===== src/rtl/scp_pkg.sv =====
package scp_pkg;

    localparam int REG_W  = 16;
    localparam int REG_AW = 7;

    // register word indices
    localparam logic [REG_AW-1:0] RI_CTRL = 7'd0;
    localparam logic [REG_AW-1:0] RI_STAT = 7'd1;
    localparam logic [REG_AW-1:0] RI_MASK = 7'd2;
    localparam logic [REG_AW-1:0] RI_SEL  = 7'd3;
    localparam logic [REG_AW-1:0] RI_WDAT = 7'd4;
    localparam logic [REG_AW-1:0] RI_RDAT = 7'd5;

    localparam int GO_BIT = 1;

    // select register fields
    localparam int SF_STAT_LSB = 0;
    localparam int SF_STAT_W   = 5;
    localparam int SF_DIR_BIT  = 7;
    localparam int SF_PORT_LSB = 8;
    localparam int SF_PORT_W   = 4;
    localparam int SF_UNIT_LSB = 12;
    localparam int SF_UNIT_W   = 4;
    localparam int MEM_AW      = SF_STAT_W + SF_PORT_W + SF_UNIT_W;
    localparam logic [REG_W-1:0] SEL_KEEP = 16'hFF9F;

    // status / mask bits
    localparam int IB_DONE = 0;
    localparam int IB_ERR  = 1;
    localparam int IB_N    = 2;

    typedef enum logic [0:0] {BUS_IDLE, BUS_HOLD} bus_st_e;
    typedef enum logic [1:0] {SQ_IDLE, SQ_STAT, SQ_ISSUE, SQ_DATA} seq_st_e;

    typedef struct packed {
        logic              wr;
        logic              rd;
        logic [REG_AW-1:0] idx;
        logic [REG_W-1:0]  data;
    } reg_acc_t;

endpackage


===== src/rtl/scp_bus.sv =====
module scp_bus
    import scp_pkg::*;
(
    input  logic              clk,
    input  logic              rst_n,
    input  logic              cs_n,
    input  logic              we,
    input  logic [REG_AW-1:0] addr,
    input  logic [REG_W-1:0]  wdata,
    input  logic [REG_W-1:0]  rd_val,
    output reg_acc_t          acc,
    output logic              rdy_n,
    output logic [REG_W-1:0]  rdata
);

    bus_st_e st_q, st_d;

    // state register
    always_ff @(posedge clk) begin
        if (!rst_n) st_q <= BUS_IDLE;
        else        st_q <= st_d;
    end

    always_comb begin
        st_d = st_q;
        unique case (st_q)
            BUS_IDLE: if (!cs_n) st_d = BUS_HOLD;
            BUS_HOLD: if (cs_n)  st_d = BUS_IDLE;
            default:             st_d = BUS_IDLE;
        endcase
    end

    // one action per select assertion, on the first sampled cycle
    always_comb begin
        acc.wr   = (st_q == BUS_IDLE) && !cs_n && we;
        acc.rd   = (st_q == BUS_IDLE) && !cs_n && !we;
        acc.idx  = addr;
        acc.data = wdata;
    end

    // outputs
    always_ff @(posedge clk) begin
        if (!rst_n) begin
            rdy_n <= 1'b1;
            rdata <= '0;
        end else begin
            rdy_n <= (st_d != BUS_HOLD);
            if (st_q == BUS_IDLE && !cs_n) rdata <= rd_val;
        end
    end

endmodule


===== src/rtl/scp_seq.sv =====
module scp_seq
    import scp_pkg::*;
#(
    parameter int MEM_LAT = 1
) (
    input  logic clk,
    input  logic rst_n,
    input  logic go,
    input  logic stat_req,
    output logic stat_gnt,
    output logic mem_en,
    output logic done
);

    localparam int CNT_W = (MEM_LAT > 1) ? $clog2(MEM_LAT) : 1;
    localparam logic [CNT_W-1:0] CNT_LAST = CNT_W'(MEM_LAT - 1);

    seq_st_e         st_q, st_d;
    logic [CNT_W-1:0] cnt_q;

    always_ff @(posedge clk) begin
        if (!rst_n) begin
            st_q  <= SQ_IDLE;
            cnt_q <= '0;
        end else begin
            st_q <= st_d;
            if (st_q == SQ_ISSUE)     cnt_q <= '0;
            else if (st_q == SQ_DATA) cnt_q <= cnt_q + 1'b1;
        end
    end

    always_comb begin
        st_d = st_q;
        unique case (st_q)
            SQ_IDLE: begin
                if (go)            st_d = SQ_ISSUE;
                else if (stat_req) st_d = SQ_STAT;
            end
            SQ_STAT: begin
                if (!stat_req) st_d = go ? SQ_ISSUE : SQ_IDLE;
            end
            SQ_ISSUE: st_d = SQ_DATA;
            SQ_DATA: begin
                if (cnt_q == CNT_LAST) st_d = SQ_IDLE;
            end
            default: st_d = SQ_IDLE;
        endcase
    end

    // outputs
    always_comb begin
        stat_gnt = (st_q == SQ_STAT);
        mem_en   = (st_q == SQ_ISSUE);
        done     = (st_q == SQ_DATA) && (cnt_q == CNT_LAST);
    end

endmodule


===== src/rtl/scp_regs.sv =====
module scp_regs
    import scp_pkg::*;
(
    input  logic              clk,
    input  logic              rst_n,
    input  reg_acc_t          acc,
    input  logic              done,
    input  logic [REG_W-1:0]  mem_rdata,
    output logic              go,
    output logic [REG_W-1:0]  sel,
    output logic [REG_W-1:0]  wdat,
    output logic [REG_W-1:0]  rd_val,
    output logic              irq_n
);

    logic [IB_N-1:0] stat_q, mask_q, set_v, clr_v;
    logic [REG_W-1:0] rdat_q;
    logic             go_q;

    always_comb begin
        set_v          = '0;
        set_v[IB_DONE] = done;
        set_v[IB_ERR]  = acc.wr && (acc.idx == RI_SEL) && go_q;
        clr_v          = (acc.rd && acc.idx == RI_STAT) ? stat_q : '0;
    end

    always_ff @(posedge clk) begin
        if (!rst_n) begin
            go_q   <= 1'b0;
            stat_q <= '0;
            mask_q <= '0;
            sel    <= '0;
            wdat   <= '0;
            rdat_q <= '0;
        end else begin
            if (done)
                go_q <= 1'b0;
            else if (acc.wr && acc.idx == RI_CTRL && acc.data[GO_BIT])
                go_q <= 1'b1;
            stat_q <= (stat_q & ~clr_v) | set_v;
            if (acc.wr && acc.idx == RI_MASK) mask_q <= acc.data[IB_N-1:0];
            if (acc.wr && acc.idx == RI_SEL && !go_q) sel <= acc.data & SEL_KEEP;
            if (acc.wr && acc.idx == RI_WDAT) wdat <= acc.data;
            if (done && sel[SF_DIR_BIT]) rdat_q <= mem_rdata;
        end
    end

    always_comb begin
        rd_val = '0;
        unique case (acc.idx)
            RI_CTRL: rd_val[GO_BIT]   = go_q;
            RI_STAT: rd_val[IB_N-1:0] = stat_q;
            RI_MASK: rd_val[IB_N-1:0] = mask_q;
            RI_SEL:  rd_val           = sel;
            RI_WDAT: rd_val           = wdat;
            RI_RDAT: rd_val           = rdat_q;
            default: rd_val           = '0;
        endcase
    end

    assign go    = go_q;
    assign irq_n = ~|(stat_q & mask_q);

endmodule


===== src/rtl/scp_top.sv =====
module scp_top
    import scp_pkg::*;
#(
    parameter int MEM_LAT = 1
) (
    input  logic              clk,
    input  logic              rst_n,
    input  logic              cpu_cs_n,
    input  logic              cpu_we,
    input  logic [REG_AW-1:0] cpu_addr,
    input  logic [REG_W-1:0]  cpu_wdata,
    output logic [REG_W-1:0]  cpu_rdata,
    output logic              cpu_rdy_n,
    output logic              irq_n,
    input  logic              stat_req,
    output logic              stat_gnt,
    output logic              mem_en,
    output logic              mem_we,
    output logic [MEM_AW-1:0] mem_addr,
    output logic [REG_W-1:0]  mem_wdata,
    input  logic [REG_W-1:0]  mem_rdata
);

    reg_acc_t         acc;
    logic [REG_W-1:0] rd_val, sel, wdat;
    logic             go, done;

    scp_bus u_bus (
        .clk    (clk),
        .rst_n  (rst_n),
        .cs_n   (cpu_cs_n),
        .we     (cpu_we),
        .addr   (cpu_addr),
        .wdata  (cpu_wdata),
        .rd_val (rd_val),
        .acc    (acc),
        .rdy_n  (cpu_rdy_n),
        .rdata  (cpu_rdata)
    );

    scp_regs u_regs (
        .clk       (clk),
        .rst_n     (rst_n),
        .acc       (acc),
        .done      (done),
        .mem_rdata (mem_rdata),
        .go        (go),
        .sel       (sel),
        .wdat      (wdat),
        .rd_val    (rd_val),
        .irq_n     (irq_n)
    );

    scp_seq #(.MEM_LAT(MEM_LAT)) u_seq (
        .clk      (clk),
        .rst_n    (rst_n),
        .go       (go),
        .stat_req (stat_req),
        .stat_gnt (stat_gnt),
        .mem_en   (mem_en),
        .done     (done)
    );

    assign mem_we    = mem_en && !sel[SF_DIR_BIT];
    assign mem_addr  = {sel[SF_UNIT_LSB +: SF_UNIT_W],
                        sel[SF_PORT_LSB +: SF_PORT_W],
                        sel[SF_STAT_LSB +: SF_STAT_W]};
    assign mem_wdata = wdat;

endmodule


===== config.mk =====
export PLATFORM = sky130hd
export DESIGN_NAME = scp_top
export DESIGN_NICKNAME = d
export VERILOG_FILES = /design/src/rtl/scp_pkg.sv /design/src/rtl/scp_bus.sv /design/src/rtl/scp_seq.sv /design/src/rtl/scp_regs.sv /design/src/rtl/scp_top.sv
export SDC_FILE = /design/constraint.sdc
export NUM_CORES = 1
export LEC_CHECK = 0
export BUFFER_PORTS_ARGS = -buffer_cell sky130_fd_sc_hd__buf_2
export CAP_MARGIN = 20
export CORE_MARGIN = 2
export CORE_UTILIZATION = 45
export CTS_CLUSTER_DIAMETER = 150
export CTS_CLUSTER_SIZE = 28
export DETAILED_ROUTE_END_ITERATION = 16
export PLACE_DENSITY = 0.67
export REMOVE_ABC_BUFFERS = 1
export SETUP_SLACK_MARGIN = 0.3
export SYNTH_ARGS = -nofsm -noshare
export SYNTH_HDL_FRONTEND = slang
export SYNTH_HIERARCHICAL = 1
export SYNTH_SLANG_ARGS = --single-unit
export TNS_END_PERCENT = 50

===== constraint.sdc =====
create_clock -name clk -period 4.4 [get_ports clk]
set_input_delay 1.1 -clock clk [delete_from_list [all_inputs] [get_ports clk]]
set_output_delay 1.1 -clock clk [all_outputs]
set_load 0.1 [all_outputs]

# Word-level counts from Yosys, hierarchy flattened
# Index checks and enable logic that the tools add are counted.
dict set report word_totals {
  reg_bits 72
  latch_bits 0
  ram_bits 0
  rom_bits 0
  input_bits 44
  out_inout_bits 50
  wordCells 66
  memories 0
}
dict set report op_classes {
  add_sub_neg 1
  mul 0
  div 0
  order_cmp 0
  eq_ne 11
  shift 0
  n_mux 11
  bitwise_logic 7
  reduce_logical 25
}
# op n
set op_table {}
lappend op_table {{$pmux W14 S3} 1}
lappend op_table {{$eq A7 B2 Y1 const B} 2}
lappend op_table {{$eq A7 B3 Y1 const B} 2}
lappend op_table {{$logic_and A1 B1 Y1} 14}
lappend op_table {{$mux W2} 6}
lappend op_table {{$pmux W2 S4} 1}
lappend op_table {{$eq A7 B1 Y1 const B} 1}
lappend op_table {{$logic_not A7 Y1} 1}
lappend op_table {{$pmux W1 S6} 1}
lappend op_table {{$reduce_or A2 Y1} 3}
lappend op_table {{$logic_not A1 Y1} 5}
lappend op_table {{$pmux W1 S5} 1}
lappend op_table {{$and A2 B2 Y2} 2}
lappend op_table {{$eq A2 B2 Y1 const B} 2}
lappend op_table {{$ne A2 B2 Y1 const B} 2}
lappend op_table {{$ne A3 B3 Y1 const B} 1}
lappend op_table {{$not A1 Y1} 3}
lappend op_table {{$reduce_and A3 Y1} 1}
lappend op_table {{$eq A2 B1 Y1 const B} 1}
lappend op_table {{$logic_not A2 Y1} 1}
lappend op_table {{$not A2 Y2} 1}
lappend op_table {{$or A2 B2 Y2} 1}
lappend op_table {{$add A1 B1 Y1 const B} 1}
lappend op_table {{$mux W1} 1}

# Logic depth before layout (Yosys ltp)
dict set report logic_depth {
  depth_word 8
  mapped_depth 9
}

# By module
# The synthesis kept the hierarchy.
# mod instances cells_per_inst area_per_inst_um2 seq_area_each_um2
set modules_own_cells {}
lappend modules_own_cells {scp_regs 1 279 2402.3 1021.0}
lappend modules_own_cells {scp_bus 1 105 922.1 360.3}
lappend modules_own_cells {scp_seq 1 16 137.6 60.1}
lappend modules_own_cells {scp_top 1 1 13.8 0.0}

# Least setup slack after synthesis
# No wires, ideal clock.
dict set report synth_path {
  path_kind {flip-flop to output port}
  from {reg u_regs.mask_q[0]}
  to {out irq_n}
  t_arrival_ns 1.865
  required_time_ns 3.300
  path_slack_ns 1.435
  stages_incl_launch_ff 2
  n_path_buf 0
  cell_sequence {dfxtp_1 > a22oi_1}
}
dict set report synth_between {
  elab_chain_cells 3
}
# item line_no
set synth_lines {}
lappend synth_lines {{start: declaration} scp_regs.sv:16} ;# logic [IB_N-1:0] stat_q, mask_q, set_v, clr_v;
lappend synth_lines {{start signal: assignment} scp_regs.sv:41} ;# if (acc.wr && acc.idx == RI_MASK) mask_q <= acc.data[IB_N-1:0];
lappend synth_lines {{$and A2 B2 Y2} scp_regs.sv:62} ;# assign irq_n = ~|(stat_q & mask_q);
lappend synth_lines {{$reduce_or A2 Y1} scp_regs.sv:62}
lappend synth_lines {{$logic_not A1 Y1} scp_regs.sv:62}
lappend synth_lines {{end: declaration} scp_top.sv:14} ;# output logic irq_n,
# No other way between the ends.

# Worst setup path after layout
dict set report layout_path {
  from {in cpu_addr[5]}
  to {reg u_bus.rdata[10]}
}
dict set report layout_between {
  elab_chain_cells 2
  word_cells_on_any_way 4
  classes_between {3 x eq/ne; 1 x mux}
}
# item line_no
set layout_lines {}
lappend layout_lines {{start: declaration} scp_top.sv:10} ;# input logic [REG_AW-1:0] cpu_addr,
lappend layout_lines {{$eq A7 B3 Y1 / $eq A7 B2 Y1 (equally long branches)} scp_regs.sv:50} ;# unique case (acc.idx)
lappend layout_lines {{$pmux W14 S3 (*)} scp_regs.sv:50}
lappend layout_lines {{named net rd_val[10]} scp_top.sv:25} ;# logic [REG_W-1:0] rd_val, sel, wdat;
lappend layout_lines {{end signal: assignment} scp_bus.sv:48} ;# if (st_q == BUS_IDLE && !cs_n) rdata <= rd_val;
lappend layout_lines {{end: declaration} scp_bus.sv:13} ;# output logic [REG_W-1:0] rdata
# Mark *: on every way through the listed nets, which the timed path passes. The rest lies on a longest branch.
# A chain may end at the register's enable or synchronous reset.

==> qor.yml <==
status: "finished clean"
skew_ns: 0.00521
htreeDepth: 3
syn_area_um2: 3460
r2r-start: "u_bus/st_q"
cp_max_fo: 17
fin_nets: 496
fin_ws_ns: 1.24
holdPathStages: 2
dieArea_um2: 8400
hold_buffers: 0
utilization: 0.537
required_ns: 4.66
r2r_setup_slack_ns: 1.88
cts_buffers: 9
flow.area_growth_from_synthesis_pct: 13.9
hold_viol_final: 0
leakage_uw: 0.00170
cts_resized: 0
cts_num_sinks: 72
critical_path.endpoint_type: "flop"
critPathMaxStageDelay_ns: 0.85
slew_violations: 0
grt_antenna_before_repair: 0
core_um2: 7330
cts_setup_buffers: 0
cap_violations: 0
cts_root_buf: "clkbuf_8"
path_class: "in -> reg"
fin_area_um2: 3940
portBuffers: 93
grt_pass1_wl_mm: 13.7
avgSynthCellArea_um2: 8.69
via_count: 2859
antenna_cells: 0
drc_errors: 0
worstMarginPinSlew_ns: 0.942
syn_inst: 398
viasPerCell: 5.14
path_cells: "buf_2 > or4_1 > nor2_1 > a221o_1 > nand2_1 > o21ai_0"
reg2regPathDepth: 6
grt_max_degree: 83
die_y_um: 91.7
setup_tns_ns: 0
rows: 31
gp_congestion: 0.830
dp_slack_ns: 0.921
first_global_vias: 2790
cp-startpoint: "cpu_addr[5]"
min_to: "u_regs/rdat_q[3]"
num_io_pins: 94
grt.overflow.total: 0
drt_iter0_markers: 103
first_pass_iters: 4
min_period_ns: 3.16
num-fill-cells: 699
setup_violations: 0
clockBufferDepth: 2
power-per-cell-area_nw_per_um2: 320
fp.dieW_um: 91.7
routed_wl_mm: 8.42
slew-limit-headroom: 0.370
dp_hpwl_mm: 5.82
routedWlPerCell_um: 15.1
cp-start-kind: "input port"
cts.clk_slew.worst_paths_ns: 0.07
max_freq_mhz: 316
drive_above_1_share: 0.278
cpMaxStageDelayCell: "or4_1"
hold_start: "u_regs/rdat_q[3]"
placed_area_um2: 3740
insertion_delay_ns: 0.34
rsz0062_at_grt: "false"
grt_use_total: 0.207
initial_core_util: 0.472
hold_class: "reg -> reg"
cts_tree: "yes"
cp_data_arrival_time_ns: 3.42
r2r_end: "u_regs/sel[12]"
drtAntennaViolNets: 0
vdd_ir_drop_max_mv: 0.147
final.period_utilization: 0.719
synth_warnings: 6
-- per-layer routing --
layer | GRT usage | share of wire
met1 | 0.260 | 0.44
met5 | 0 | 0
met3 | 0.0403 | 0.060
met4 | 0.0985 | 0.025
met2 | 0.343 | 0.48
-- where the power goes --
| part | switching, uW | internal [uW] | leakage, uW | total, uW |
|---|---|---|---|---|
| combinational | 52.8 | 25.4 | 0.00101 | 78.2 |
| clock | 234 | 292 | 0.000103 | 526 |
| sequential | 3.61 | 653 | 0.000580 | 657 |
| total | 291 | 970 | 0.00170 | 1260 |
-- through the flow --
step                power [uW]  hold WS, ns  std cells
global route              1310        0.488        556
detailed placement         750        0.458        540
global placement           749        0.453        540
floorplan                  701        0.440        345
finish                    1260        0.466        556
CTS                       1270        0.468        556
-- how the worst max path moves through the flow --
stage | to | slack (ns) | cells after the start
floorplan | u_regs/sel[0] | 1.40 | 3
global placement | u_bus/rdata[9] | 1.0 | 6
detailed placement | u_bus/rdata[8] | 0.92 | 6
CTS | u_bus/rdata[8] | 1.28 | 6
global route | u_bus/rdata[10] | 1.03 | 6
finish | u_bus/rdata[10] | 1.24 | 6
-- state kept, by name (all words and copies together) (netlist names) --
signal,cells
u_seq/st_q,2
u_regs/wdat,16
u_regs/go,1
u_bus/st_q,1
u_regs/sel,14
u_regs/rdat_q,16
u_regs/stat_q,2
u_bus/rdy_n,1
u_seq/cnt_q,1
u_bus/rdata,16
u_regs/mask_q,2
-- worst max-delay path: cells and delay by family --
family / cells / cell delay, ns
AO/OA/AOI/OAI: 2 / 0.46
buffers and inverters: 1 / 0.11
AND/OR/NAND/NOR: 3 / 1.74
-- cells in the final DEF, fill, tap and decap left out, types with 2 or more instances in the layout --
cell type  instances
buf_4              3
o211ai_1          16
a221o_1           12
clkbuf_1           2
nand2_1          102
a22oi_1            2
and2b_2            2
o21ai_2            8
nand2b_1           3
nor2b_1            3
a21oi_1            2
o21ai_0           10
inv_1             17
and3_1             2
nor3_1            13
dfxtp_1           72
nand3b_1           3
nand3_1            2
mux2i_1           36
clkbuf_8          11
buf_2             93
a21boi_0          16
nor2_1             7
clkinv_2           2
-- layout make-up --
type,instances,area (um2),share of cell area
Clock buffer,13,159,0.0404
Clock inverter,3,40.0,0.0102
Inverter,17,63.8,0.0162
Multi-Input combinational cell,256,1620,0.412
Sequential cell,72,1440,0.366
Tap cell,99,124,0.0315
Timing Repair Buffer,96,488,0.124
Note: power is estimated with default switching activity, not from simulation.
